<file path="config.mk">
export PLATFORM = sky130hd
export DESIGN_NAME = sram_host_ctrl
export DESIGN_NICKNAME = d
export VERILOG_FILES = /design/src/rtl/sram_ctrl_pkg.sv /design/src/rtl/sram_delay_counter.sv /design/src/rtl/sram_req_latch.sv /design/src/rtl/sram_rd_capture.sv /design/src/rtl/sram_host_ctrl.sv
export SDC_FILE = /design/constraint.sdc
export NUM_CORES = 1
export LEC_CHECK = 0
export CAP_MARGIN = 5
export CORE_ASPECT_RATIO = 1.1
export CORE_MARGIN = 10
export CORE_UTILIZATION = 66
export CTS_CLUSTER_SIZE = 20
export DETAILED_ROUTE_END_ITERATION = 7
export DONT_BUFFER_PORTS = 1
export GPL_TIMING_DRIVEN = 0
export PLACE_DENSITY = 0.82
export SLEW_MARGIN = 20
export SYNTH_ARGS = -nofsm -noshare
export SYNTH_HDL_FRONTEND = slang
export SYNTH_HIERARCHICAL = 1
export SYNTH_SLANG_ARGS = --single-unit
</file>
<file path="constraint.sdc">
create_clock -name clk -period 3.01 [get_ports clk]
set_input_delay 0.301 -clock clk [delete_from_list [all_inputs] [get_ports clk]]
set_output_delay 0.301 -clock clk [all_outputs]
set_load 0.01 [all_outputs]
</file>
<file path="src/rtl/sram_ctrl_pkg.sv">
package sram_ctrl_pkg;

    typedef enum logic [2:0] {
        ST_IDLE       = 3'd0,
        ST_WR_SETUP   = 3'd1,
        ST_WR_PULSE   = 3'd2,
        ST_WR_HOLD    = 3'd3,
        ST_RD_ACCESS  = 3'd4,
        ST_RD_RELEASE = 3'd5
    } ctrl_state_e;

    // Round a nanosecond figure up to whole clock cycles, at least one.
    function automatic int ns_to_cyc(input int ns, input int period_ns);
        int c;
        c = (ns + period_ns - 1) / period_ns;
        if (c < 1) c = 1;
        return c;
    endfunction

    function automatic int max2(input int a, input int b);
        return (a > b) ? a : b;
    endfunction

endpackage

</file>
<file path="src/rtl/sram_delay_counter.sv">
module sram_delay_counter #(
    parameter int W = 4
) (
    input  logic         clk,
    input  logic         rst_n,
    input  logic         load,
    input  logic [W-1:0] load_val,
    output logic         zero
);
    logic [W-1:0] cnt_q;

    always_ff @(posedge clk or negedge rst_n) begin
        if (!rst_n) begin
            cnt_q <= '0;
        end else if (load) begin
            cnt_q <= load_val;
        end else if (cnt_q != '0) begin
            cnt_q <= cnt_q - 1'b1;
        end
    end

    assign zero = (cnt_q == '0);
endmodule

</file>
<file path="src/rtl/sram_req_latch.sv">
module sram_req_latch #(
    parameter int ADDR_W = 17,
    parameter int DATA_W = 8
) (
    input  logic              clk,
    input  logic              rst_n,
    input  logic              capture,
    input  logic              write_i,
    input  logic [ADDR_W-1:0] addr_i,
    input  logic [DATA_W-1:0] data_i,
    output logic              write_q,
    output logic [ADDR_W-1:0] addr_q,
    output logic [DATA_W-1:0] data_q
);
    always_ff @(posedge clk or negedge rst_n) begin
        if (!rst_n) begin
            write_q <= 1'b0;
            addr_q  <= '0;
            data_q  <= '0;
        end else if (capture) begin
            write_q <= write_i;
            addr_q  <= addr_i;
            data_q  <= data_i;
        end
    end
endmodule

</file>
<file path="src/rtl/sram_rd_capture.sv">
module sram_rd_capture #(
    parameter int DATA_W = 8
) (
    input  logic              clk,
    input  logic              rst_n,
    input  logic              capture,
    input  logic [DATA_W-1:0] din,
    output logic              valid_o,
    output logic [DATA_W-1:0] data_o
);
    always_ff @(posedge clk or negedge rst_n) begin
        if (!rst_n) begin
            valid_o <= 1'b0;
            data_o  <= '0;
        end else begin
            valid_o <= capture;
            if (capture) data_o <= din;
        end
    end
endmodule

</file>
<file path="src/rtl/sram_host_ctrl.sv">
module sram_host_ctrl
    import sram_ctrl_pkg::*;
#(
    parameter int ADDR_W        = 17,
    parameter int DATA_W        = 8,
    parameter int CLK_PERIOD_NS = 5,
    parameter int T_AS_NS       = 0,
    parameter int T_WP_NS       = 7,
    parameter int T_SD_NS       = 5,
    parameter int T_AA_NS       = 10,
    parameter int T_DOE_NS      = 5,
    parameter int T_HZOE_NS     = 5,
    parameter int T_WC_NS       = 10,
    parameter int T_RC_NS       = 10
) (
    input  logic              clk,
    input  logic              rst_n,
    input  logic              req_valid_i,
    output logic              req_ready_o,
    input  logic              req_write_i,
    input  logic [ADDR_W-1:0] req_addr_i,
    input  logic [DATA_W-1:0] req_wdata_i,
    output logic              rsp_valid_o,
    output logic [DATA_W-1:0] rsp_rdata_o,
    output logic              sram_ce_n_o,
    output logic              sram_oe_n_o,
    output logic              sram_we_n_o,
    output logic [ADDR_W-1:0] sram_addr_o,
    output logic [DATA_W-1:0] sram_dq_o,
    input  logic [DATA_W-1:0] sram_dq_i,
    output logic              sram_dq_oe_o
);

    localparam int AS_CYC  = ns_to_cyc(T_AS_NS, CLK_PERIOD_NS);
    localparam int WP_CYC  = max2(ns_to_cyc(T_WP_NS, CLK_PERIOD_NS),
                                  ns_to_cyc(T_SD_NS, CLK_PERIOD_NS));
    localparam int RD_CYC  = max2(ns_to_cyc(T_AA_NS, CLK_PERIOD_NS),
                                  ns_to_cyc(T_DOE_NS, CLK_PERIOD_NS));
    localparam int TA_CYC  = ns_to_cyc(T_HZOE_NS, CLK_PERIOD_NS);
    localparam int WC_CYC  = ns_to_cyc(T_WC_NS, CLK_PERIOD_NS);
    localparam int RC_CYC  = ns_to_cyc(T_RC_NS, CLK_PERIOD_NS);
    localparam int MAX_CYC = max2(max2(max2(AS_CYC, WP_CYC), max2(RD_CYC, TA_CYC)),
                                  max2(WC_CYC, RC_CYC));
    localparam int CNT_W   = $clog2(MAX_CYC + 1);
    localparam int RUN_W   = CNT_W + 1;

    ctrl_state_e state_q, state_d;

    logic              accept;
    logic              phase_done;
    logic              phase_load;
    logic [CNT_W-1:0]  phase_len_m1;
    logic              cyc_zero;
    logic [CNT_W-1:0]  cyc_len_m1;
    logic              rd_capture;
    logic              lat_write;
    logic [ADDR_W-1:0] lat_addr;
    logic [DATA_W-1:0] lat_data;

    assign req_ready_o = (state_q == ST_IDLE) && cyc_zero;
    assign accept      = req_ready_o && req_valid_i;
    assign rd_capture  = (state_q == ST_RD_ACCESS) && phase_done;

    // Next-state logic
    always_comb begin
        state_d = state_q;
        unique case (state_q)
            ST_IDLE:       if (accept)     state_d = req_write_i ? ST_WR_SETUP : ST_RD_ACCESS;
            ST_WR_SETUP:   if (phase_done) state_d = ST_WR_PULSE;
            ST_WR_PULSE:   if (phase_done) state_d = ST_WR_HOLD;
            ST_WR_HOLD:    if (phase_done) state_d = ST_IDLE;
            ST_RD_ACCESS:  if (phase_done) state_d = ST_RD_RELEASE;
            ST_RD_RELEASE: if (phase_done) state_d = ST_IDLE;
            default:                       state_d = ST_IDLE;
        endcase
    end

    // State register
    always_ff @(posedge clk or negedge rst_n) begin
        if (!rst_n) state_q <= ST_IDLE;
        else        state_q <= state_d;
    end

    // Length of the phase being entered
    always_comb begin
        unique case (state_d)
            ST_WR_SETUP:   phase_len_m1 = CNT_W'(AS_CYC - 1);
            ST_WR_PULSE:   phase_len_m1 = CNT_W'(WP_CYC - 1);
            ST_RD_ACCESS:  phase_len_m1 = CNT_W'(RD_CYC - 1);
            ST_RD_RELEASE: phase_len_m1 = CNT_W'(TA_CYC - 1);
            default:       phase_len_m1 = '0;
        endcase
    end
    assign phase_load = (state_d != state_q);
    assign cyc_len_m1 = req_write_i ? CNT_W'(WC_CYC - 1) : CNT_W'(RC_CYC - 1);

    sram_delay_counter #(.W(CNT_W)) i_phase_cnt (
        .clk      (clk),
        .rst_n    (rst_n),
        .load     (phase_load),
        .load_val (phase_len_m1),
        .zero     (phase_done)
    );

    sram_delay_counter #(.W(CNT_W)) i_cycle_cnt (
        .clk      (clk),
        .rst_n    (rst_n),
        .load     (accept),
        .load_val (cyc_len_m1),
        .zero     (cyc_zero)
    );

    sram_req_latch #(.ADDR_W(ADDR_W), .DATA_W(DATA_W)) i_req_latch (
        .clk     (clk),
        .rst_n   (rst_n),
        .capture (accept),
        .write_i (req_write_i),
        .addr_i  (req_addr_i),
        .data_i  (req_wdata_i),
        .write_q (lat_write),
        .addr_q  (lat_addr),
        .data_q  (lat_data)
    );

    sram_rd_capture #(.DATA_W(DATA_W)) i_rd_capture (
        .clk     (clk),
        .rst_n   (rst_n),
        .capture (rd_capture),
        .din     (sram_dq_i),
        .valid_o (rsp_valid_o),
        .data_o  (rsp_rdata_o)
    );

    // Pin decode from state
    always_comb begin
        sram_ce_n_o  = 1'b1;
        sram_oe_n_o  = 1'b1;
        sram_we_n_o  = 1'b1;
        sram_dq_oe_o = 1'b0;
        unique case (state_q)
            ST_WR_SETUP: begin
                sram_ce_n_o  = 1'b0;
                sram_dq_oe_o = 1'b1;
            end
            ST_WR_PULSE: begin
                sram_ce_n_o  = 1'b0;
                sram_we_n_o  = 1'b0;
                sram_dq_oe_o = 1'b1;
            end
            ST_WR_HOLD: begin
                sram_ce_n_o  = 1'b0;
                sram_dq_oe_o = 1'b1;
            end
            ST_RD_ACCESS: begin
                sram_ce_n_o = 1'b0;
                sram_oe_n_o = 1'b0;
            end
            default: begin
                sram_ce_n_o  = 1'b1;
            end
        endcase
    end
    assign sram_addr_o = lat_addr;
    assign sram_dq_o   = lat_data;

    // Run-length trackers for the timing checks
    logic [RUN_W-1:0] we_low_run, oe_high_run;
    always_ff @(posedge clk or negedge rst_n) begin
        if (!rst_n) begin
            we_low_run  <= '0;
            oe_high_run <= '1;
        end else begin
            we_low_run  <= !sram_we_n_o ? ((we_low_run == '1) ? we_low_run : we_low_run + 1'b1) : '0;
            oe_high_run <= sram_oe_n_o ? ((oe_high_run == '1) ? oe_high_run : oe_high_run + 1'b1) : '0;
        end
    end


    wp_width_chk: assert property (@(posedge clk) disable iff (!rst_n)
        $rose(sram_we_n_o) |-> (we_low_run >= RUN_W'(WP_CYC)));


    wr_stable_chk: assert property (@(posedge clk) disable iff (!rst_n)
        (!sram_we_n_o && $past(!sram_we_n_o)) |-> ($stable(sram_dq_o) && $stable(sram_addr_o)));


    we_scope_chk: assert property (@(posedge clk) disable iff (!rst_n)
        !sram_we_n_o |-> (!sram_ce_n_o && sram_dq_oe_o && lat_write));


    no_fight_chk: assert property (@(posedge clk) disable iff (!rst_n)
        sram_dq_oe_o |-> sram_oe_n_o);


    turnaround_chk: assert property (@(posedge clk) disable iff (!rst_n)
        $rose(sram_dq_oe_o) |-> (oe_high_run >= RUN_W'(TA_CYC)));


    rsp_pulse_chk: assert property (@(posedge clk) disable iff (!rst_n)
        rsp_valid_o |=> !rsp_valid_o);


    busy_after_accept_chk: assert property (@(posedge clk) disable iff (!rst_n)
        accept |=> !req_ready_o);


    addr_hold_chk: assert property (@(posedge clk) disable iff (!rst_n)
        (!sram_ce_n_o && $past(!sram_ce_n_o)) |-> $stable(sram_addr_o));

endmodule

</file>
== After elaboration in Yosys (flattened, before gate mapping) ==
Index checks and enable logic that the tools add are counted.

* $add $sub $neg: 2
* Equality and inequality tests: 8
* Muxes and demuxes: 16
* Reductions and logical operators: 14

{| class="wikitable"
|+ Operator list
! cell !! count
|-
| 3-bit two-way mux || 6
|-
| 3-bit one-hot mux with 5 select lines || 1
|-
| 3-bit by 2-bit == test with 1-bit output (second input constant) || 3
|-
| 3-bit == test (second input constant) || 3
|-
| 2-bit two-way mux || 4
|-
| 2-bit nonzero test || 4
|-
| 1-bit two-way mux || 5
|-
| 2-bit zero test || 2
|-
| 2-bit OR reduction || 2
|-
| 4-bit OR reduction || 1
|-
| 2-bit by 1-bit subtractor with 2-bit output (second input constant) || 2
|-
| 3-bit by 1-bit == test with 1-bit output (second input constant) || 1
|-
| 1-bit logical AND || 3
|-
| 3-bit zero test || 1
|-
| 3-bit != test || 1
|-
| 3-bit OR reduction || 1
|}

* Register bits after elaboration: 41
* Output and inout bits: 39
* Word-level logic and storage cells: 47

== Depth between registers and ports, before layout ==
Gate-level depths: netlist of run 1.

* Depth in word-level cells: 9
* Gate-level depth with buffers: 7
* Mapped depth without buffers: 7

== By module ==
Netlist of run 1, hierarchy kept.

{| class="wikitable"
|+ By module, submodules not included
! module !! times used !! cells each !! area each (µm²) !! sequential area each (µm²)
|-
| sram_req_latch || 1 || 55 || 1069.8 || 650.6
|-
| sram_rd_capture || 1 || 18 || 356.6 || 225.2
|-
| sram_host_ctrl || 1 || 39 || 287.8 || 75.1
|-
| sram_delay_counter || 2 || 12 || 113.9 || 50.0
|}

== Worst setup path before layout of run 1 ==
No wires, ideal clock.

* Kind: reg2reg
* From: reg state_q[1]
* To: reg i_req_latch.addr_q[0]
* Library setup time: 0.125 ns
* Arrival: 1.799 ns
* Data required time: 2.885 ns
* Slack: 1.086 ns
* Stages on the path, launching flop included: 8
* Clock period less this slack: 1.924 ns
* Cells stage by stage: dfrtp_1 -> buf_6 -> or2_4 -> nor3b_2 -> and2_1 -> buf_6 -> buf_12 -> mux2_4

* Word-level cells in the longest chain between the ends: 3

{| class="wikitable"
|+ RTL lines
! item !! RTL line !! source
|-
| start: declaration || sram_host_ctrl.sv:47 || <nowiki>ctrl_state_e state_q, state_d;</nowiki>
|-
| start signal: assignment || sram_host_ctrl.sv:81 || <nowiki>else state_q <= state_d;</nowiki>
|-
| 3-bit zero test || sram_host_ctrl.sv:60 || <nowiki>assign req_ready_o = (state_q == ST_IDLE) && cyc_zero;</nowiki>
|-
| 1-bit logical AND || sram_host_ctrl.sv:60 ||
|-
| via req_ready_o || sram_host_ctrl.sv:19 || <nowiki>output logic req_ready_o,</nowiki>
|-
| 1-bit logical AND || sram_host_ctrl.sv:61 || <nowiki>assign accept = req_ready_o && req_valid_i;</nowiki>
|-
| via accept || sram_host_ctrl.sv:49 || <nowiki>logic accept;</nowiki>
|-
| end signal: assignment || sram_req_latch.sv:22 || <nowiki>addr_q <= addr_i;</nowiki>
|-
| end: declaration || sram_req_latch.sv:12 || <nowiki>output logic [ADDR_W-1:0] addr_q,</nowiki>
|}

The timed path passes the listed nets, and every way through them passes these cells.
A chain may end at the register's enable or synchronous reset.

== Worst setup path in the final report of run 1 ==
* From: reg state_q[1]
* To: reg i_req_latch.addr_q[6]

The elaborated chain is that of the path after synthesis.

==> flow_summary.yaml, run 1 <==
outcome:
  outcome: "finished, final reports clean"
cells_and_area:
  areaGrowthSynthToFinish_pct: 8.40
  diodes_inserted: 0
  drive_gt1_share_pct: 34.5
  fillerInstances: 173
  nets: 183
route:
  drt.antenna.violating_nets: 0
  drt-initial-drc-count: 107
  route.detailed.wl_per_inst_um: 21.3
  dr.pass1.iters: 4
  vias: 1048
  drc_errors: 0
  routed_wirelength_um: 3790
  vias_per_cell: 5.89
global_route:
  grt_overflow: 0
  vias_in_the_first_global_route: 1075
  grtUsageTotal_pct: 13.7
  antenna_violations_before_repair: 0
  grt_pass1_wl_um: 5950
  grt_max_degree: 42
synthesis:
  syn-instance-count: 134
  synth-warning-count: 6
  avg_synthesized_cell_area_um2: 14.2
  post_synth_instance_area_um2: 1910
cts:
  ctsHtreeMaxLevel: 2
  cts.repair_timing.setup_buffer_count: 0
  tritoncts: "yes"
  number_of_buffers_on_the_longest_clock_path: 2
  cts_inserted_buffers: 5
  clkLatencyLatePin_ns: 0.33
  ctsHoldBuffers: 2
  postCtsResizedCells: 0
  cts_num_sinks: 41
  worst_setup_hold_path_clk_slew_ns: 0.11
  clock-root-buffer: "sky130_fd_sc_hd__clkbuf_4"
critical_path:
  crit_path_start_kind: "flip-flop"
  timing.critical_path.to_type: "flip-flop"
  setup.worst_path.class: "flip-flop to flip-flop"
  critical_path.reg2reg.endpoint: "i_req_latch/addr_q[6]$_DFFE_PN0P_"
  family_with_the_most_delay_on_the_worst_path: "simple AND/OR/NAND/NOR gates"
  crit_path_frequent_cell: "sky130_fd_sc_hd__buf_6"
  crit_slowest_cell: "sky130_fd_sc_hd__dfrtp_1"
  peak_fanout_along_the_critical_path: 10
  cpPeakStageDelay_ns: 0.40
  rrSetupSlack_ns: 0.92
  timing.critical_path.cells: "buf_6, or2_4, nor3b_2, and2_1, buf_6, buf_12, mux2_4"
  worst-endpoint-required_ns: 3.24
  rr_startpoint: "state_q[1]$_DFF_PN0_"
  critical_path_arrival_ns: 2.31
  worstPathBufferInverterCount: 3
  worst_reg_to_reg_cells: 7
min_path:
  worst_hold_path_type: "primary input to flip-flop"
  holdCritStartpoint: "req_wdata_i[2]"
  hold_end: "i_req_latch/data_q[2]$_DFFE_PN0P_"
  worst_hold_path.num_cells: 1
run:
  drv_cap: 0
timing:
  fmaxAchievable_mhz: 479
  final_hold_viol_count: 0
  slew_viol_final: 0
  layout_worst_path_cycle_share_pct: 69.3
  min_period_ns: 2.09
  setup_tns_ns: 0
  rsz0062_at_grt: "false"
  post_route_clock_skew_ns: 0.00357
  setup-violations-final: 0
  hold-worst-slack_ns: 0.103
place:
  globalplace.congestion: 0.690
  dp.final_hpwl_um: 2950
  port_bufs: 0
floorplan:
  fp.dieW_um: 71.2
  io_pins: 76
  placeableCoreArea_um2: 2780
  die_area_um2: 5440
  die_height_um: 76.4
  initial_utilization_pct: 68.6
  num_rows: 20
power:
  totalPowerFinal_mw: 2.19
  total_leakage_power_nw: 0.983
  powerDensity_nw_per_um2: 1060
  power.ir.vdd_worst_mv: 0.644
-- sequential cells by signal (all words and copies together) (netlist names) --
| register | cells |
|---|---|
| i_req_latch/addr_q | 17 |
| i_rd_capture/data_o | 8 |
| i_req_latch/data_q | 8 |
| state_q | 3 |
| i_cycle_cnt/cnt_q | 2 |
| i_phase_cnt/cnt_q | 2 |
| i_rd_capture/valid_o | 1 |
-- final cells by class --
cell class / instances / area [um2] / share of cell area [%]
Sequential cell: 41 / 1030 / 49.7
Clock buffer: 7 / 55.1 / 2.67
Inverter: 5 / 18.8 / 0.909
Buffer: 7 / 90.1 / 4.36
Timing Repair Buffer: 2 / 30.0 / 1.45
Clock inverter: 1 / 30.0 / 1.45
Tap cell: 33 / 41.3 / 2.00
Multi-Input combinational cell: 82 / 774 / 37.5
-- metal layers --
| layer | up-vias | part of all wire [%] | GRT usage (%) | routed length (um) |
|---|---|---|---|---|
| li1 | 471 | - | - | - |
| met1 | 527 | 37 | 14.7 | 1390 |
| met2 | 42 | 53 | 23.0 | 2000 |
| met3 | 8 | 8.5 | 5.21 | 322 |
| met4 | 0 | 2.0 | 6.20 | 76 |
| met5 | - | 0 | 0 | 0 |
-- stage by stage --
| stage | std cells | util (%) | setup WS (ns) | area (um2) |
|---|---|---|---|---|
| floorplan | 135 | - | 1.09 | 1910 |
| global placement | 168 | 70.2 | 0.949 | 1950 |
| detailed placement | 168 | 70.2 | 0.934 | 1950 |
| CTS | 178 | 74.4 | 0.911 | 2070 |
| global route | 178 | 74.4 | 0.785 | 2070 |
| finish | 178 | 74.4 | 0.924 | 2070 |
-- layout by cell type, fill, tap and decap left out, types with 2 or more instances in the layout --
master / n
sky130_fd_sc_hd__dfrtp_1: 41
sky130_fd_sc_hd__mux2_4: 28
sky130_fd_sc_hd__nor2_1: 10
sky130_fd_sc_hd__nand2_1: 7
sky130_fd_sc_hd__xor2_1: 5
sky130_fd_sc_hd__inv_1: 5
sky130_fd_sc_hd__clkbuf_4: 5
sky130_fd_sc_hd__mux2_2: 5
sky130_fd_sc_hd__buf_6: 4
sky130_fd_sc_hd__a21oi_1: 4
sky130_fd_sc_hd__and2_1: 3
sky130_fd_sc_hd__buf_12: 3
sky130_fd_sc_hd__conb_1: 3
sky130_fd_sc_hd__o21ai_0: 2
sky130_fd_sc_hd__or2b_1: 2
sky130_fd_sc_hd__o31a_1: 2
sky130_fd_sc_hd__ha_1: 2
-- worst max-delay path by stage --
stage	to	cells past startpoint	startpoint
after global routing	i_req_latch/data_q[6]$_DFFE_PN0P_	7	i_cycle_cnt/cnt_q[0]$_DFFE_PN0P_
after floorplan	i_req_latch/addr_q[0]$_DFFE_PN0P_	7	state_q[1]$_DFF_PN0_
after global placement	i_req_latch/addr_q[13]$_DFFE_PN0P_	7	state_q[1]$_DFF_PN0_
after detailed placement	i_req_latch/addr_q[6]$_DFFE_PN0P_	7	state_q[1]$_DFF_PN0_
final	i_req_latch/addr_q[6]$_DFFE_PN0P_	7	state_q[1]$_DFF_PN0_
after CTS	i_req_latch/addr_q[1]$_DFFE_PN0P_	7	state_q[1]$_DFF_PN0_
-- worst register-to-register path, stage by stage, from the launching register on --
cell,delay [ns]
sky130_fd_sc_hd__dfrtp_1,0.40
sky130_fd_sc_hd__buf_6,0.14
sky130_fd_sc_hd__or2_4,0.24
sky130_fd_sc_hd__nor3b_2,0.29
sky130_fd_sc_hd__and2_1,0.27
sky130_fd_sc_hd__buf_6,0.18
sky130_fd_sc_hd__buf_12,0.15
sky130_fd_sc_hd__mux2_4,0.31
-- where the power goes --
part	switching, mW	leakage, nW	internal [mW]
sequential	0.266	0.513	0.788
combinational	0.318	0.425	0.458
clock	0.161	0.0455	0.198
total	0.744	0.983	1.44
Power figures use the tool's default switching activity.
==> run 2: changes to the inputs <==
--- a/config.mk
+++ b/config.mk
@@ -5,15 +5,16 @@
 export SDC_FILE = /design/constraint.sdc
 export NUM_CORES = 1
 export LEC_CHECK = 0
+export ABC_AREA = 1
 export CAP_MARGIN = 5
 export CORE_ASPECT_RATIO = 1.1
 export CORE_MARGIN = 10
-export CORE_UTILIZATION = 66
+export CORE_UTILIZATION = 56
 export CTS_CLUSTER_SIZE = 20
 export DETAILED_ROUTE_END_ITERATION = 7
 export DONT_BUFFER_PORTS = 1
 export GPL_TIMING_DRIVEN = 0
-export PLACE_DENSITY = 0.82
+export PLACE_DENSITY = 0.74
 export SLEW_MARGIN = 20
 export SYNTH_ARGS = -nofsm -noshare
 export SYNTH_HDL_FRONTEND = slang
==> constraint.sdc (replaced) <==
create_clock -name clk -period 1.9 [get_ports clk]
set_input_delay 0.19 -clock clk [delete_from_list [all_inputs] [get_ports clk]]
set_output_delay 0.19 -clock clk [all_outputs]
set_load 0.01 [all_outputs]
==> run 2 against run 1 <==
  * Highest routed layer unchanged
  * Sequential power increased by 70%
  * Largest cell class unchanged
  * Critical path depth rose by 3
  * Non-clock buffer count is 33 higher
==> flow_summary.yaml, run 2 <==
outcome:
  outcome: "finished, final reports clean"
timing:
  hold-worst-slack_ns: 0.0855
  setup-violations-final: 0
  setup_tns_ns: 0
  max_slew.worst_pin.slew_ns: 0.577
  post_route_clock_skew_ns: 0.00671
  layout_setup_ws_ns: 0.169
  slew_viol_final: 0
  min_period_ns: 1.73
  slew_headroom_pct: 61.2
  rsz0062_at_grt: "false"
  final_hold_viol_count: 0
  fmaxAchievable_mhz: 578
  layout_worst_path_cycle_share_pct: 91.1
route:
  drt-initial-drc-count: 131
  drt.antenna.violating_nets: 0
  route.detailed.wl_per_inst_um: 16.9
  vias: 1513
  vias_per_cell: 5.18
  drc_errors: 0
  dr.pass1.iters: 4
  routed_wirelength_um: 4920
cts:
  ctsHtreeMaxLevel: 2
  tritoncts: "yes"
  clkLatencyLatePin_ns: 0.33
  worst_setup_hold_path_clk_slew_ns: 0.11
  cts_num_sinks: 41
  cts.repair_timing.setup_buffer_count: 0
  clock-root-buffer: "sky130_fd_sc_hd__clkbuf_4"
  number_of_buffers_on_the_longest_clock_path: 2
  cts_inserted_buffers: 5
critical_path:
  worst-endpoint-required_ns: 2.13
  peak_fanout_along_the_critical_path: 10
  rr_startpoint: "i_cycle_cnt/cnt_q[0]$_DFFE_PN0P_"
  setup.worst_path.class: "flip-flop to flip-flop"
  critical_path_arrival_ns: 1.97
  timing.critical_path.cells: "inv_1, ha_2, inv_1, nor2_1, and3_2, buf_6, inv_8, buf_8, nand2_1, nand2_1"
  cpPeakStageDelay_ns: 0.41
  crit_slowest_cell: "sky130_fd_sc_hd__dfrtp_1"
  timing.critical_path.to_type: "flip-flop"
  timing.critical_path.from: "i_cycle_cnt/cnt_q[0]$_DFFE_PN0P_"
  crit_path_start_kind: "flip-flop"
run:
  drv_cap: 0
global_route:
  grt_max_degree: 42
  grt_overflow: 0
  grtUsageTotal_pct: 17.3
  antenna_violations_before_repair: 0
  vias_in_the_first_global_route: 1577
  grt_pass1_wl_um: 7930
power:
  total_leakage_power_nw: 1.21
  power.ir.vdd_worst_mv: 0.795
  totalPowerFinal_mw: 3.59
  powerDensity_nw_per_um2: 1550
floorplan:
  initial_utilization_pct: 59.4
  placeableCoreArea_um2: 3100
  die_height_um: 80.1
  num_rows: 21
  die_area_um2: 5980
  fp.dieW_um: 74.7
  io_pins: 76
synthesis:
  synth-warning-count: 6
  post_synth_instance_area_um2: 1840
  avg_synthesized_cell_area_um2: 8.60
  syn-instance-count: 214
cells_and_area:
  largest_reg_flops: 17
  layout.cells.most_common: "sky130_fd_sc_hd__nand2_1"
  layout_common_cells: "sky130_fd_sc_hd__nand2_1, sky130_fd_sc_hd__dfrtp_1, sky130_fd_sc_hd__dlygate4sd3_1"
  largest_register: "i_req_latch/addr_q"
  layout_top_registers: "i_req_latch/addr_q (17), i_rd_capture/data_o (8), i_req_latch/data_q (8)"
  fillerInstances: 218
  nets: 296
  drive_gt1_share_pct: 12.8
  final_core_util_pct: 74.5
  areaGrowthSynthToFinish_pct: 25.6
place:
  port_bufs: 0
  place_ws_ns: 0.150
  globalplace.congestion: 0.743
  dp.final_hpwl_um: 3190
min_path:
  holdCritStartpoint: "req_valid_i"
  worst_hold_path_type: "primary input to flip-flop"
[run 2: where the power goes]
part / switching, mW / leakage [nW] / internal [mW]
Sequential: 0.501 / 0.511 / 1.28
Combinational: 0.839 / 0.669 / 0.539
Clock: 0.255 / 0.0314 / 0.175
Total: 1.60 / 1.21 / 2.00
[run 2: worst max-delay path: cells and delay by family, from the launching register on]
family | cells | cell delay [ns]
buf+inv | 5 | 0.49
simple gates | 4 | 0.53
fa+ha+maj | 1 | 0.20
flops | 1 | 0.41
[run 2: timing repair]
item | CTS | global route
resized for setup | 0 | 3
endpoints found under the setup margin | 0 | 7
hold buffers | 35 | 0
hold endpoints to repair | 74 | 0
[run 2: final cells by class]
class	instances	area (um2)	share of cell area [%]
Antenna cell	1	2.50	0.108
Timing Repair Buffer	35	360	15.6
Sequential cell	41	1030	44.4
Clock buffer	7	55.1	2.38
Tap cell	34	42.5	1.84
Buffer	7	78.8	3.41
Multi-Input combinational cell	153	686	29.7
Inverter	14	60.1	2.60
[run 2: path summary, 6_finish.rpt]
| check | slack [ns] | cells past startpoint | end |
|---|---|---|---|
| min | 0.09 | 2 | state_q[0]$_DFF_PN0_ |
| max reg2reg | 0.17 | 10 | i_req_latch/addr_q[2]$_DFFE_PN0P_ |
| max in group asynchronous | 1.38 | 2 | i_req_latch/addr_q[0]$_DFFE_PN0P_ |
| min reg2reg | 0.53 | 2 | i_phase_cnt/cnt_q[1]$_DFFE_PN0P_ |
| max | 0.17 | 10 | i_req_latch/addr_q[2]$_DFFE_PN0P_ |
| min in group asynchronous | 0.32 | 2 | i_req_latch/addr_q[14]$_DFFE_PN0P_ |
[run 2: metrics by stage]
step / area, um2 / std cells
after CTS: 2300 / 291
after global placement: 1890 / 249
after floorplan: 1840 / 215
final: 2310 / 292
after global routing: 2310 / 291
after detailed placement: 1890 / 249
[run 2: metal layers]
metal | vias to the layer above | track usage [%] | part of all wire [%] | wire [um]
met5 | - | 0 | 0 | 0
met4 | 0 | 6.44 | 1.3 | 65
met3 | 8 | 5.78 | 8.3 | 406
met2 | 55 | 31.5 | 55 | 2720
met1 | 716 | 17.7 | 35 | 1730
li1 | 734 | - | - | -
==> run 3: changes to the inputs <==
==> constraint.sdc (replaced) <==
create_clock -name clk -period 1.9 [get_ports clk]
set_input_delay 0.19 -clock clk [delete_from_list [all_inputs] [get_ports clk]]
set_output_delay 0.19 -clock clk [all_outputs]
set_load 0.1 [all_outputs]
==> run 3 against run 2 <==
  * The run now ends with setup timing left
  * Setup slack worse by 0.28 ns
  * Global-route usage is 0.86 points higher
  * Routed wire length is 6.0% higher
  * Critical endpoint is now sram_ce_n_o
==> flow_summary.yaml, run 3 (synthesis gave the netlist of run 2 again) <==
timing:
  setup-violations-final: 1
  fmaxAchievable_mhz: 496
  rsz0062_at_grt: "true"
  slew_viol_final: 0
  max_slew.worst_pin.slew_ns: 0.940
  min_period_ns: 2.02
  final_hold_viol_count: 0
  slew_headroom_pct: 37.3
  post_route_clock_skew_ns: 0.00722
  layout_worst_path_cycle_share_pct: 106
  layout_setup_ws_ns: -0.115
route:
  vias_per_cell: 5.08
  drt.antenna.violating_nets: 0
  route.detailed.wl_per_inst_um: 17.2
  drt-initial-drc-count: 60
  drc_errors: 0
  vias: 1545
  dr.pass1.iters: 4
  routed_wirelength_um: 5220
global_route:
  antenna_violations_before_repair: 0
  met2_usage_pct: 33.2
  grt_overflow: 0
  grt.met1_usage_pct: 18.4
  grtUsageTotal_pct: 18.1
  global_route.peak_usage_layer: "met2"
  grt_max_degree: 42
  grt_pass1_wl_um: 8410
  vias_in_the_first_global_route: 1681
  use_met3_pct: 7.63
floorplan:
  placeableCoreArea_um2: 3100
  die_height_um: 80.1
  io_pins: 76
  die_area_um2: 5980
  fp.dieW_um: 74.7
  initial_utilization_pct: 59.4
  num_rows: 21
cells_and_area:
  diodes_inserted: 0
  largest_register: "i_req_latch/addr_q"
  layout_common_cells: "sky130_fd_sc_hd__nand2_1, sky130_fd_sc_hd__dfrtp_1, sky130_fd_sc_hd__dlygate4sd3_1"
  fillerInstances: 197
  nets: 308
  layout.cells.most_common: "sky130_fd_sc_hd__nand2_1"
  layout_top_registers: "i_req_latch/addr_q (17), i_rd_capture/data_o (8), i_req_latch/data_q (8)"
  drive_gt1_share_pct: 21.5
  largest_reg_flops: 17
  areaGrowthSynthToFinish_pct: 35.6
critical_path:
  peak_fanout_along_the_critical_path: 6
  timing.critical_path.to_type: "primary output"
  rrSetupSlack_ns: 0.02
  timing.critical_path.from: "state_q[1]$_DFF_PN0_"
  critical_path.reg2reg.endpoint: "i_phase_cnt/cnt_q[1]$_DFFE_PN0P_"
  worst-endpoint-required_ns: 1.71
  crit_path_start_kind: "flip-flop"
  rr_startpoint: "state_q[2]$_DFF_PN0_"
  setup.worst_path.class: "flip-flop to primary output"
  worst_reg_to_reg_cells: 12
  critical_path_arrival_ns: 1.83
run:
  drv_cap: 0
cts:
  worst_setup_hold_path_clk_slew_ns: 0.11
  tritoncts: "yes"
  cts_inserted_buffers: 5
  cts_num_sinks: 41
  clkLatencyLatePin_ns: 0.34
  number_of_buffers_on_the_longest_clock_path: 2
  clock-root-buffer: "sky130_fd_sc_hd__clkbuf_4"
  ctsHtreeMaxLevel: 2
outcome:
  outcome: "finished, violations left"
  violations: "setup timing"
place:
  globalplace.congestion: 0.735
  place_ws_ns: -0.217
  dp.final_hpwl_um: 3230
  port_bufs: 0
min_path:
  hold_end: "state_q[2]$_DFF_PN0_"
  holdCritStartpoint: "req_valid_i"
  worst_hold_path_type: "primary input to flip-flop"
  worst_hold_path.num_cells: 2
==> run 3: cell types whose count changed in the layout (fill, tap and decap cells not counted), moves of 2 or more <==
cell | before | now
sky130_fd_sc_hd__buf_4 | 1 | 11
sky130_fd_sc_hd__nand2_1 | 113 | 111
sky130_fd_sc_hd__dfrtp_1 | 41 | 39
sky130_fd_sc_hd__inv_1 | 12 | 9
sky130_fd_sc_hd__inv_2 | 1 | 3
sky130_fd_sc_hd__nor2_1 | 3 | 1
sky130_fd_sc_hd__dfrtp_2 | 0 | 2
sky130_fd_sc_hd__clkinv_2 | 0 | 2
==> run 3: worst max path at each step <==
stage,depth (start not counted),slack [ns],end
final,3,-0.12,sram_ce_n_o
after global routing,3,-0.19,sram_ce_n_o
after CTS,3,-0.12,sram_ce_n_o
after detailed placement,12,-0.22,i_phase_cnt/cnt_q[1]$_DFFE_PN0P_
after global placement,12,-0.14,i_phase_cnt/cnt_q[1]$_DFFE_PN0P_
after floorplan,12,-0.07,i_phase_cnt/cnt_q[1]$_DFFE_PN0P_
==> run 3: worst max-delay path, cell delays in order, from the launching register on <==
cell and delay, ns:
sky130_fd_sc_hd__dfrtp_2 0.50, sky130_fd_sc_hd__nand3_4 0.32, sky130_fd_sc_hd__nand2_4 0.09, sky130_fd_sc_hd__a21oi_4 0.56
==> run 3: stage by stage <==
| stage | hold WS [ns] | TNS (ns) | util, % | instance area (um2) | std cells |
|---|---|---|---|---|---|
| 3_5_place_dp | -0.104 | -0.551 | 62.3 | 1930 | 250 |
| 5_1_grt | 0.0696 | -0.346 | 80.5 | 2500 | 304 |
| 3_3_place_gp | -0.104 | -0.392 | 61.8 | 1920 | 249 |
| 6_report | 0.0671 | -0.115 | 80.5 | 2500 | 304 |
| 4_1_cts | 0.0411 | -0.122 | 79.1 | 2450 | 301 |
| 2_1_floorplan | -0.106 | -0.180 | - | 1870 | 215 |
==> run 3: layout make-up <==
type	count	area, um2	share of cell area (%)
plain buffers	7	78.8	3.16
clock buffers	5	37.5	1.50
clock inverters	3	17.5	0.702
inverters	14	62.6	2.51
multi-input cells	153	758	30.4
flip-flops and latches	41	1030	41.2
well taps	34	42.5	1.70
repair buffers	47	470	18.8
==> run 3: what timing repair did <==
item	4_1_cts	5_1_grt
hold endpoints to repair	74	0
cloned	0	0
setup endpoints to repair	4	25
hold buffers	35	0
gates resized for setup	8	11
pin swaps	2	4
setup buffers	8	3
==> run 3: layer usage <==
layer / routed length, um / vias to the layer above
met5: 0 / -
met4: 48 / 0
met3: 484 / 7
met2: 2930 / 53
met1: 1750 / 731
li1: - / 754
Power of run 3 is not shown: default switching activity piles up to over one toggle a cycle in this logic, so the estimate is an artifact.
